`src/rtl/pmc_pkg.sv`:
```
package pmc_pkg;

    typedef enum logic [3:0] {
        S_PU_AOSC,
        S_PU_DLDO,
        S_PU_ALDO,
        S_PU_APOR,
        S_PU_SOSC,
        S_ACTIVE,
        S_SLEEP,
        S_DSLEEP,
        S_DS_WAKE,
        S_DPD
    } pmc_state_e;

    // configuration field of the control word, bit 0 upward: dpd_sel, pin_en, rf_en, bod_en
    typedef struct packed {
        logic bod_en;
        logic rf_en;
        logic pin_en;
        logic dpd_sel;
    } pmc_cfg_t;

    typedef struct packed {
        logic aon_osc;
        logic dig_ldo;
        logic ana_ldo;
        logic aon_por;
        logic sys_osc;
        logic sys_rst_n;
        logic cpu_clk;
    } pmc_pwr_t;

    localparam int CTRL_OFS  = 0;
    localparam int PDCFG_OFS = 1;
    localparam int GP_BASE   = 2;
    localparam int FB_SLP    = 8;
    localparam int FB_DPD    = 9;

endpackage

```
`src/rtl/pmc_wake_qual.sv`:
```
module pmc_wake_qual (
    input  logic ext_rst,
    input  logic timer,
    input  logic pin,
    input  logic rf,
    input  logic irq,
    input  logic pin_en,
    input  logic rf_en,
    output logic dpd_wake,
    output logic slp_wake
);
    // always-on domain sources; interrupt only counts while the core is powered
    assign dpd_wake = ext_rst | timer | (pin & pin_en) | (rf & rf_en);
    assign slp_wake = dpd_wake | irq;
endmodule

```
`src/rtl/pmc_seq.sv`:
```
module pmc_seq
    import pmc_pkg::*;
#(
    parameter int STABLE_CYC = 128
) (
    input  logic     clk,
    input  logic     rst_n,
    input  logic     sleep_req,
    input  logic     cpu_deep,
    input  logic     dpd_sel,
    input  logic     dpd_wake,
    input  logic     slp_wake,
    output pmc_pwr_t pwr,
    output logic     ent_slp,
    output logic     ent_dpd,
    output logic     dpd_exit
);
    localparam int CNT_W = $clog2(STABLE_CYC + 1);

    pmc_state_e state, nxt;
    logic [CNT_W-1:0] cnt;
    logic cnt_done;

    assign cnt_done = (cnt == CNT_W'(STABLE_CYC - 1));

    always_ff @(posedge clk or negedge rst_n) begin
        if (!rst_n) state <= S_PU_AOSC;
        else        state <= nxt;
    end

    always_ff @(posedge clk or negedge rst_n) begin
        if (!rst_n)
            cnt <= '0;
        else if ((state == S_PU_SOSC || state == S_DS_WAKE) && !cnt_done)
            cnt <= cnt + 1'b1;
        else
            cnt <= '0;
    end

    always_comb begin
        nxt      = state;
        ent_slp  = 1'b0;
        ent_dpd  = 1'b0;
        dpd_exit = 1'b0;
        unique case (state)
            S_PU_AOSC: nxt = S_PU_DLDO;
            S_PU_DLDO: nxt = S_PU_ALDO;
            S_PU_ALDO: nxt = S_PU_APOR;
            S_PU_APOR: nxt = S_PU_SOSC;
            S_PU_SOSC: if (cnt_done) nxt = S_ACTIVE;
            S_ACTIVE: begin
                if (sleep_req) begin
                    if (dpd_sel) begin
                        nxt     = S_DPD;
                        ent_dpd = 1'b1;
                    end else begin
                        nxt     = cpu_deep ? S_DSLEEP : S_SLEEP;
                        ent_slp = 1'b1;
                    end
                end
            end
            S_SLEEP:   if (slp_wake) nxt = S_ACTIVE;
            S_DSLEEP:  if (slp_wake) nxt = S_DS_WAKE;
            S_DS_WAKE: if (cnt_done) nxt = S_ACTIVE;
            S_DPD: begin
                if (dpd_wake) begin
                    nxt      = S_PU_AOSC;
                    dpd_exit = 1'b1;
                end
            end
            default:   nxt = S_PU_AOSC;
        endcase
    end

    always_comb begin
        pwr = '0;
        unique case (state)
            S_PU_AOSC: pwr = 7'b1000000;
            S_PU_DLDO: pwr = 7'b1100000;
            S_PU_ALDO: pwr = 7'b1110000;
            S_PU_APOR: pwr = 7'b1111000;
            S_PU_SOSC: pwr = 7'b1111100;
            S_ACTIVE:  pwr = 7'b1111111;
            S_SLEEP:   pwr = 7'b1111110;
            S_DSLEEP:  pwr = 7'b1111010;
            S_DS_WAKE: pwr = 7'b1111110;
            S_DPD:     pwr = 7'b0000000;
            default:   pwr = '0;
        endcase
    end
endmodule

```
`src/rtl/pmc_regs.sv`:
```
module pmc_regs
    import pmc_pkg::*;
#(
    parameter int DATA_W     = 32,
    parameter int ADDR_W     = 4,
    parameter int NUM_GP     = 5,
    parameter int NUM_PERIPH = 6
) (
    input  logic                  clk,
    input  logic                  rst_n,
    input  logic                  we,
    input  logic [ADDR_W-1:0]     addr,
    input  logic [DATA_W-1:0]     wdata,
    output logic [DATA_W-1:0]     rdata,
    input  logic                  ent_slp,
    input  logic                  ent_dpd,
    input  logic                  dpd_exit,
    output pmc_cfg_t              cfg,
    output logic [NUM_PERIPH-1:0] pd_en
);
    localparam int CFG_W = $bits(pmc_cfg_t);

    logic sel_ctrl, sel_pd;
    logic slp_flag, dpd_flag;
    logic [NUM_GP-1:0][DATA_W-1:0] gp_q;

    assign sel_ctrl = we && (addr == ADDR_W'(CTRL_OFS));
    assign sel_pd   = we && (addr == ADDR_W'(PDCFG_OFS));

    // configuration lives in the switched domain: lost on leaving deep power-down
    always_ff @(posedge clk or negedge rst_n) begin
        if (!rst_n) begin
            cfg   <= '0;
            pd_en <= '0;
        end else if (dpd_exit) begin
            cfg   <= '0;
            pd_en <= '0;
        end else begin
            if (sel_ctrl) cfg   <= pmc_cfg_t'(wdata[CFG_W-1:0]);
            if (sel_pd)   pd_en <= wdata[NUM_PERIPH-1:0];
        end
    end

    // flags: set wins over a simultaneous write-one clear
    always_ff @(posedge clk or negedge rst_n) begin
        if (!rst_n) begin
            slp_flag <= 1'b0;
            dpd_flag <= 1'b0;
        end else begin
            slp_flag <= ent_slp | (slp_flag & ~(sel_ctrl & wdata[FB_SLP]));
            dpd_flag <= ent_dpd | (dpd_flag & ~(sel_ctrl & wdata[FB_DPD]));
        end
    end

    // retention words: only the power-on reset clears them
    always_ff @(posedge clk or negedge rst_n) begin
        if (!rst_n) begin
            gp_q <= '0;
        end else begin
            for (int i = 0; i < NUM_GP; i++)
                if (we && addr == ADDR_W'(GP_BASE + i)) gp_q[i] <= wdata;
        end
    end

    always_comb begin
        rdata = '0;
        if (addr == ADDR_W'(CTRL_OFS)) begin
            rdata[CFG_W-1:0] = cfg;
            rdata[FB_SLP]    = slp_flag;
            rdata[FB_DPD]    = dpd_flag;
        end else if (addr == ADDR_W'(PDCFG_OFS)) begin
            rdata[NUM_PERIPH-1:0] = pd_en;
        end
        for (int i = 0; i < NUM_GP; i++)
            if (addr == ADDR_W'(GP_BASE + i)) rdata = gp_q[i];
    end
endmodule

```
`src/rtl/pwr_mode_ctl.sv`:
```
module pwr_mode_ctl
    import pmc_pkg::*;
#(
    parameter int CLK_KHZ    = 2000,
    parameter int DATA_W     = 32,
    parameter int ADDR_W     = 4,
    parameter int NUM_GP     = 5,
    parameter int NUM_PERIPH = 6
) (
    input  logic                  clk,
    input  logic                  rst_n,
    input  logic                  bus_we,
    input  logic [ADDR_W-1:0]     bus_addr,
    input  logic [DATA_W-1:0]     bus_wdata,
    output logic [DATA_W-1:0]     bus_rdata,
    input  logic                  cpu_sleep_req,
    input  logic                  cpu_deep,
    input  logic                  irq_pend,
    input  logic                  wk_ext_rst,
    input  logic                  wk_timer,
    input  logic                  wk_pin,
    input  logic                  wk_rf,
    input  logic                  bod_cmp,
    output logic                  bod_irq,
    output logic                  aon_osc_en,
    output logic                  dig_ldo_en,
    output logic                  ana_ldo_en,
    output logic                  aon_por_rel,
    output logic                  sys_osc_en,
    output logic                  sys_rst_n,
    output logic                  cpu_clk_en,
    output logic [NUM_PERIPH-1:0] periph_pwr_en
);
    localparam int STABLE_CYC = CLK_KHZ * 64 / 1000;

    pmc_cfg_t cfg;
    pmc_pwr_t pwr;
    logic ent_slp, ent_dpd, dpd_exit;
    logic dpd_wake, slp_wake;

    pmc_wake_qual u_wake (
        .ext_rst  (wk_ext_rst),
        .timer    (wk_timer),
        .pin      (wk_pin),
        .rf       (wk_rf),
        .irq      (irq_pend),
        .pin_en   (cfg.pin_en),
        .rf_en    (cfg.rf_en),
        .dpd_wake (dpd_wake),
        .slp_wake (slp_wake)
    );

    pmc_seq #(.STABLE_CYC(STABLE_CYC)) u_seq (
        .clk       (clk),
        .rst_n     (rst_n),
        .sleep_req (cpu_sleep_req),
        .cpu_deep  (cpu_deep),
        .dpd_sel   (cfg.dpd_sel),
        .dpd_wake  (dpd_wake),
        .slp_wake  (slp_wake),
        .pwr       (pwr),
        .ent_slp   (ent_slp),
        .ent_dpd   (ent_dpd),
        .dpd_exit  (dpd_exit)
    );

    pmc_regs #(
        .DATA_W     (DATA_W),
        .ADDR_W     (ADDR_W),
        .NUM_GP     (NUM_GP),
        .NUM_PERIPH (NUM_PERIPH)
    ) u_regs (
        .clk      (clk),
        .rst_n    (rst_n),
        .we       (bus_we),
        .addr     (bus_addr),
        .wdata    (bus_wdata),
        .rdata    (bus_rdata),
        .ent_slp  (ent_slp),
        .ent_dpd  (ent_dpd),
        .dpd_exit (dpd_exit),
        .cfg      (cfg),
        .pd_en    (periph_pwr_en)
    );

    assign bod_irq     = bod_cmp & cfg.bod_en;
    assign aon_osc_en  = pwr.aon_osc;
    assign dig_ldo_en  = pwr.dig_ldo;
    assign ana_ldo_en  = pwr.ana_ldo;
    assign aon_por_rel = pwr.aon_por;
    assign sys_osc_en  = pwr.sys_osc;
    assign sys_rst_n   = pwr.sys_rst_n;
    assign cpu_clk_en  = pwr.cpu_clk;
endmodule

```
`config.mk`:
```
export PLATFORM = sky130hd
export DESIGN_NAME = pwr_mode_ctl
export DESIGN_NICKNAME = d
export VERILOG_FILES = /design/src/rtl/pmc_pkg.sv /design/src/rtl/pmc_wake_qual.sv /design/src/rtl/pmc_seq.sv /design/src/rtl/pmc_regs.sv /design/src/rtl/pwr_mode_ctl.sv
export SDC_FILE = /design/constraint.sdc
export NUM_CORES = 1
export LEC_CHECK = 0
export BUFFER_PORTS_ARGS = -buffer_cell sky130_fd_sc_hd__buf_2
export CORE_MARGIN = 2
export CORE_UTILIZATION = 31
export CTS_CLUSTER_SIZE = 24
export DETAILED_ROUTE_END_ITERATION = 6
export GPL_TIMING_DRIVEN = 0
export PLACE_DENSITY_LB_ADDON = 0.12
export SLEW_MARGIN = 5
export SYNTH_ARGS = -nofsm -noshare
export SYNTH_HDL_FRONTEND = slang
export SYNTH_SLANG_ARGS = --single-unit
```
`constraint.sdc`:
```
create_clock -name clk -period 2.4 [get_ports clk]
set_input_delay 0 -clock clk [delete_from_list [all_inputs] [get_ports clk]]
set_output_delay 0 -clock clk [all_outputs]
set_load 0.05 [all_outputs]
```
### Yosys cells after proc, flatten, opt, wreduce, memory -nomap -nowiden

Memory sizes are Yosys's and may differ from the RTL's.
Index checks and enable logic that the tools add are counted.

| word-level totals | value |
|---|---|
| input bits | 47 |
| output and inout bits | 46 |
| bits in registers | 184 |
| logic and storage cells | 98 |
| memories | 1 |
| memory bits (read-only) | 112 |

| operators by class | value |
|---|---|
| $add $sub $neg | 1 |
| equal/unequal tests | 21 |
| muxes and demuxes | 30 |
| reductions and logical operators | 16 |
| bitwise gates (word level) | 15 |

Memory list:

| name | depth | bits a word | rd ports | clocked after memory_dff | wr ports | line | text |
|---|---|---|---|---|---|---|---|
| (no name shown) | 16 | 7 | 1 | 0 | 0 | pmc_seq.sv:77 | `unique case (state)` |

Operator list:

| kind | count |
|---|---|
| $mux 32 | 5 |
| $mux 4 | 9 |
| $pmux 4 s9 | 1 |
| $eq 4x3->1 const B | 7 |
| $mux 6 | 3 |
| $eq 4x2->1 const B | 4 |
| $mux 1 | 9 |
| $add 8x1->8 const B | 1 |
| $eq 4x1->1 const B | 2 |
| $eq 4x4->1 const B | 2 |
| $eq 8x7->1 const B | 1 |
| $logic_and 1x1->1 | 8 |
| $logic_not 4->1 | 2 |
| $mux 8 | 1 |
| $ne 2x2->1 const B | 4 |
| $and 1x1->1 | 7 |
| $or 1x1->1 | 6 |
| $reduce_and 5->1 | 1 |
| $mux 2 | 2 |
| $reduce_bool 2->1 | 2 |
| $ne 2x1->1 const B | 1 |
| $not 1->1 | 2 |
| $reduce_or 2->1 | 1 |
| $logic_not 1->1 | 1 |
| $logic_or 1x1->1 | 1 |

### Longest topological paths before layout

Gate-level depths: netlist of the first run.

| logic depth | value |
|---|---|
| depth after elaboration | 8 |
| mapped depth | 7 |

### Hierarchy

Synthesis of the first run repeated with hierarchy kept, for this count alone.

| second synthesis, totals | value |
|---|---|
| cell total of the unflattened synthesis | 726 |
| area, all modules | 9008.6 um^2 |

Modules (own cells, without submodules):

| module | area an instance (um^2) | instances | cells an instance |
|---|---|---|---|
| pmc_regs | 8179.1 | 1 | 634 |
| pmc_seq | 795.8 | 1 | 87 |
| pmc_wake_qual | 27.5 | 1 | 4 |
| pwr_mode_ctl | 6.3 | 1 | 1 |

### Worst setup path after synthesis of the first run

No wires, ideal clock.

| path | value |
|---|---|
| path type | register to output |
| start | reg u_regs.pd_en[0] |
| end | out bus_rdata[0] |
| data arrival time | 2.084 ns |
| cell stages (with the launch flop) | 4 |
| slack | 0.316 ns |
| buffers on the path | 0 |
| path through | dfrtp_1 -> mux4_2 -> a21oi_1 -> o21ai_0 |

| on the way | value |
|---|---|
| cells in the longest elaborated chain, start to end | 7 |

RTL lines:

| what | line | text |
|---|---|---|
| from (decl) | pmc_regs.sv:19 | `output logic [NUM_PERIPH-1:0] pd_en` |
| from (signal assigned) | pmc_regs.sv:40 | `if (sel_pd) pd_en <= wdata[NUM_PERIPH-1:0];` |
| $mux 6 | pmc_regs.sv:71 | `end else if (addr == ADDR_W'(PDCFG_OFS)) begin` |
| $mux 4 | pmc_regs.sv:67 | `if (addr == ADDR_W'(CTRL_OFS)) begin` |
| $mux 32 (5 in series) | pmc_regs.sv:75 | `if (addr == ADDR_W'(GP_BASE + i)) rdata = gp_q[i];` |
| to (decl) | pwr_mode_ctl.sv:15 | `output logic [DATA_W-1:0] bus_rdata,` |

No other way between the ends.

### Worst setup path in the final report of the first run

| path | value |
|---|---|
| start | in bus_addr[2] |
| end | out bus_rdata[7] |

| on the way | value |
|---|---|
| cells in the longest elaborated chain, start to end | 6 |

RTL lines:

| what | line | text |
|---|---|---|
| from (decl) | pwr_mode_ctl.sv:13 | `input logic [ADDR_W-1:0] bus_addr,` |
| $eq 4x2->1 | pmc_regs.sv:75 |  |
| $mux 32 (4 in series) | pmc_regs.sv:75 |  |
| $mux 32 (*) | pmc_regs.sv:75 |  |

Every way passes the cells marked *; elsewhere a longest branch is shown, timed or not.

==> run summary, run 1 <==
PwrDens = 820 nW/µm²
Yosys Warn Count = 0
Layout net count = 848
Router iterations before antenna repair = 5
Place WS = 0.0128 ns
Max_cap viols = 0
Rel. slew slack = 0.229
Hold wc startpoint = bus_we
#FFs+latches synth = 184
R2r setup slk = 0.34 ns
Clk_lat worst skew = 0.43 ns
Hold Path End = u_regs.gp_q[0]
GRT Util Overall = 0.168
Crit path kind = primary input to output port
Fill cell count = 2707
Avg Inst Size Synth = 13.2 µm²
Hold Path Stages = 3
Maximum vdd drop = 0.379 mV
ANT cells = 0
Status = complete, no violations
Fmax = 446 MHz
Crit share post-route = 0.934
Share of cells above drive strength 1 = 0.386
Dpl hpwl = 15900 µm
Setup WS post-layout = 0.158 ns
Worst Path Arrival = 2.24 ns
Core ar. = 27600 µm²
Reg-to-Reg Start = u_seq.state[0]
H-tree levels = 4
Cell Rows = 61
Detailed Route WL = 23900 µm
First-pass GRT wire length = 36300 µm
Die area = 29200 µm²
Vias in the first global route = 6208
Clk_skew = 0.00425 ns
Routed Antenna Nets = 0
Input/output buffers = 91
Final Hold Viols = 0
Area growth syn-to-layout = 22.2%
Tmin final = 2.24 ns
Worst r2r dst = u_regs.cfg[3]
Vias/cell = 4.96
Async set or reset register ratio after synthesis = 1.00
Initial antenna violation count = 0
Cells after synthesis = 654
Util after Layout = 0.382
Setup Viol. Count Final = 0
Final hold slack = 0.0990 ns
Grt ovf = 0
Worst Setup End Kind = output port
Die height = 171 µm
EDFF count, synth = 0
Cell depth of the worst flop-to-flop path = 5
CP Launch Type = primary input
CTS tree = built
Post-Layout Cell Count = 1191
RSZ-0062 raised after global routing = no
HP Class = primary input to flop
Synth Flop Type = dfrtp_1
Worst path required time = 2.40 ns
Beginning of the critical path = bus_addr[2]
Sequential-to-total area share from yosys stat = 0.533
Clock sinks = 184
WL/cell = 20.0 µm
Residual DRC = 0
CTS Buf Count = 17
CP max FO = 10
# IOs = 93
Pins Over Slew Limit = 0
Routability Congestion = 0.769
Placed cell count = 1124
Mapped cell area = 8630 µm²
DR iter-0 viols = 381
Largest net degree at the start of global routing = 104
Starting Density = 0.312
Synth Net Count = 702
Number of setup buffers added after CTS = 0
Leading cell type in the layout, fill and taps excluded = dfrtp_1
Via count = 5906
DIE WIDTH = 171 µm
Synth cell types = 56
Commonest cells after routing, fill and taps aside = dfrtp_1, mux2_2, buf_2
Leakage power = 4.83 nW
Worst-Margin Slew = 1.15 ns
Clock buffer depth = 2
Clock root buffer = clkbuf_16
Clock-pin slew on the worst setup and hold paths = 0.07 ns
==> metrics by stage <==
stage          power, mW  instance area, µm²  setup TNS (ns)
4_1_cts             8.76               10500               0
3_3_place_gp        5.72                9560         -295.25
3_5_place_dp        5.82                9600               0
2_1_floorplan       5.30                8630               0
6_report            8.65               10600               0
5_1_grt             9.08               10600               0
==> critical path, cell delays in order <==
cell and delay [ns]:
buf_2 0.15, nor2_2 0.30, and3_1 0.21, buf_2 0.18, clkbuf_1 0.59, a222oi_1 0.25, a21oi_1 0.25, buf_2 0.30
==> repair_timing <==
item	in CTS	in global routing
setup endpoints to repair	0	10
hold endpoints to repair	274	0
resized for setup	0	4
hold buffers	35	0
==> report_power, final <==
group | switching, mW | total (mW) | internal, mW
Combinational | 0.833 | 1.66 | 0.830
Sequential | 0.357 | 4.12 | 3.76
Clock | 1.37 | 2.86 | 1.50
==> flip-flops by register name, indices dropped and copies added, names as in the netlist <==
name,flops
u_regs.pd_en,6
u_seq.cnt,8
u_regs.dpd_flag,1
u_seq.state,4
u_regs.slp_flag,1
u_regs.gp_q,160
u_regs.cfg,4
==> synth_stat cells (2+ instances only) <==
master    number  area, µm²
a211o_1        2       17.5
a21boi_0       2       15.0
a21o_1         2       15.0
a21oi_1       25        125
a221o_1        3       30.0
a222oi_1      18        180
a22oi_1        3       22.5
a31oi_1        4       25.0
and3b_1        2       17.5
buf_2         23        115
buf_6          3       33.8
clkbuf_1      13       48.8
dfrtp_1      184       4600
inv_1          3       11.3
mux2_1        33        372
mux2_2       118       1330
mux2_4        30        450
mux2i_1       27        270
mux4_2         2       45.0
nand2_1       31        116
nand2b_1       3       18.8
nand3_1        8       40.0
nand3b_1       5       37.5
nor2_1        46        173
nor2b_1        4       25.0
nor3_1         2       10.0
nor3b_4        2       37.5
nor4bb_1       2       20.0
o21a_1         2       15.0
o21ai_0       15       75.1
o221ai_1       6       52.6
or2_2          2       12.5
xnor2_1        4       35.0
xor2_1         3       26.3
==> final cells by class <==
type                    count  area (µm²)  share of cell area
flip-flops and latches    184        4600               0.436
multi-input cells         426        3810               0.361
well taps                 378         473              0.0448
clock buffers              17         425              0.0403
repair buffers            127         843              0.0799
plain buffers              41         209              0.0198
inverters                   3        11.3             0.00107
clock inverters            15         175              0.0166
==> worst max-delay path by stage <==
stage	end	slack [ns]	cells past startpoint
CTS	bus_rdata[10]	0.02	8
global route	bus_rdata[7]	0.03	7
global placement	u_regs.gp_q[124]	-1.63	1
detailed placement	bus_rdata[10]	0.01	8
finish	bus_rdata[7]	0.16	8
floorplan	bus_rdata[0]	0.32	3
==> layer usage <==
| layer | vias to the layer above | share of wire | track usage |
|---|---|---|---|
| li1 | 2694 | - | - |
| met1 | 3064 | 0.46 | 0.219 |
| met2 | 122 | 0.49 | 0.287 |
| met3 | 26 | 0.038 | 0.0294 |
| met4 | 0 | 0.013 | 0.0453 |
| met5 | - | 0 | 0 |
==> kinds of logic after synthesis <==
| logic type | share of synthesized area |
|---|---|
| xor+xnor | 0.00710 |
| fa+ha+maj | 0.00145 |
| mux | 0.286 |
| compound gates | 0.0742 |
| buf+inv | 0.0252 |
| simple gates | 0.0728 |
| flops | 0.533 |
Power figures use the tool's default switching activity.
==> run 2: changes to the inputs <==
Settings changed: BUFFER_PORTS_ARGS -buffer_cell sky130_fd_sc_hd__buf_2 to unset, DONT_BUFFER_PORTS set to 1, SETUP_SLACK_MARGIN set to 0.5.
==> run 2 against run 1 <==
Net effect: the flow now finishes with violations (hold timing); final cell count decreased by 7.5%; clock skew increased by 0.0016 ns; worst setup slack improved by 0.26 ns; count of clock-buffer cells in the layout did not move; combinational power is 8% lower; power is essentially flat; critical path depth decreased by 4; core utilization fell by 0.14 points; sequential power rose by 2%; largest power group unchanged.
==> run summary, run 2 (synthesized netlist as in run 1, its figures left out) <==
Leakage power = 4.50 nW
Placed cell count = 1032
WL/cell = 21.9 µm
Starting Density = 0.312
Pins Over Slew Limit = 0
Fill cell count = 2640
CTS tree = built
Worst-Margin Slew = 1.20 ns
Clock root buffer = clkbuf_16
Area of the multi-input gates = 4200 µm²
Clk_lat worst skew = 0.43 ns
Die height = 171 µm
Crit path kind = flop to output port
Via count = 5632
Commonest cells after routing, fill and taps aside = dfrtp_1, mux2_2, nor2_1
Clock buffer depth = 2
Clock sinks = 184
Placed Instance Area = 9100 µm²
First-pass GRT wire length = 37100 µm
Input/output buffers = 0
Area growth syn-to-layout = 21.8%
Cells along the critical path = mux2i_1 -> nor2_1 -> a21oi_1 -> o211ai_1
Leading cell type in the layout, fill and taps excluded = dfrtp_1
Rel. slew slack = 0.199
Routability Congestion = 0.768
Reg-to-Reg Start = u_seq.cnt[0]
Layout net count = 759
Most flop-heavy register = u_regs.gp_q
Worst Path Arrival = 1.99 ns
ANT cells = 0
RSZ-0062 raised after global routing = yes
Vias/cell = 5.11
Failing checks = hold timing
Cell Rows = 61
H-tree levels = 4
Max_cap viols = 0
Initial antenna violation count = 1
Post-Layout Cell Count = 1102
CP Launch Type = flop
DIE WIDTH = 171 µm
Fin area = 10500 µm²
Worst path required time = 2.40 ns
CP max stage delay = 0.94 ns
Die area = 29200 µm²
Final Power = 8.65 mW
Max reg flops = 160
PwrDens = 823 nW/µm²
Router iterations before antenna repair = 5
# IOs = 93
DR iter-0 viols = 310
Largest regs = u_regs.gp_q (160), u_seq.cnt (8), u_regs.pd_en (6)
Fmax = 504 MHz
CP max-delay cell = o211ai_1
Clk_skew = 0.00584 ns
Beginning of the critical path = u_regs.dpd_flag
Tmin final = 1.99 ns
Largest net degree at the start of global routing = 185
Setup TNS = 0 ns
Maximum vdd drop = 0.483 mV
Routed Antenna Nets = 0
Dpl hpwl = 15600 µm
Clock-pin slew on the worst setup and hold paths = 0.07 ns
CP max FO = 2
HP Class = primary input to asynchronous set/reset pin
Hold buffers post-CTS = 35
Setup Viol. Count Final = 0
Status = complete, but fails checks
Register area = 4610 µm²
Crit share post-route = 0.827
Vias in the first global route = 6199
Core ar. = 27600 µm²
CTS Buf Count = 17
Final hold slack = -0.738 ns
Final Hold Viols = 184
Detailed Route WL = 24100 µm
Grt ovf = 0
GRT Util Overall = 0.172
Worst Setup End Kind = output port
Residual DRC = 0
Util after Layout = 0.380
Share of cells above drive strength 1 = 0.396
run 2: changes by cell type in the layout (fill, tap and decap cells not counted), moves of 7 or more:
cell      previous run  this run
a21oi_1             25         5
a21oi_4              0        16
buf_2              113        26
clkbuf_1            11         1
dfrtp_1            184       177
dfrtp_2              0         7
run 2: through the flow:
stage / setup slack (ns) / hold WS, ns
2_1_floorplan: 0.515 / -0.296
3_3_place_gp: -0.238 / -0.287
3_5_place_dp: -0.217 / -0.286
4_1_cts: 0.259 / -0.750
5_1_grt: 0.356 / -0.762
6_report: 0.415 / -0.738
run 2: power breakdown:
group          switching (mW)  total (mW)  internal (mW)  leakage, nW
combinational           0.719        1.52          0.798         1.96
sequential              0.451        4.22           3.77         2.25
clock                    1.33        2.92           1.59        0.292
run 2: routing by layer:
layer	GRT usage	vias to the layer above	routed length (µm)
met4	0.0575	2	563
met5	0	-	13
li1	-	2523	-
met3	0.0389	31	1190
met1	0.222	2931	10700
met2	0.284	145	11600
run 2: area by class of cell:
cell class,count,area share
repair buffers,38,0.0355
well taps,378,0.0450
clock buffers,17,0.0405
inverters,3,0.00107
multi-input cells,426,0.400
flip-flops and latches,184,0.439
plain buffers,41,0.0217
clock inverters,15,0.0176
run 2: timing repair:
action                                  in CTS  in global routing
endpoints found under the setup margin      51                 41
pin swaps                                    4                  6
gates resized for setup                     68                 32
buffers inserted                             2                  1
hold endpoints to repair                   358                184
run 2: worst paths after layout:
kind | endpoint | slack (ns) | depth (start not counted)
worst max-delay path | bus_rdata[9] | 0.41 | 4
worst min-delay path | u_seq.cnt[4] | -0.74 | 0
worst max register to register | u_seq.state[2] | 0.62 | 5
worst min register to register | u_regs.gp_q[122] | 0.49 | 1
max in group asynchronous | u_regs.pd_en[5] | 2.77 | 0
min in group clk | u_regs.pd_en[3] | 0.02 | 3
run 2: critical path, delay by kind of cell, from the launching register on:
kind | cells | cell delay (ns)
mux | 1 | 0.09
compound gates | 2 | 0.99
simple gates | 1 | 0.11
flops | 1 | 0.36
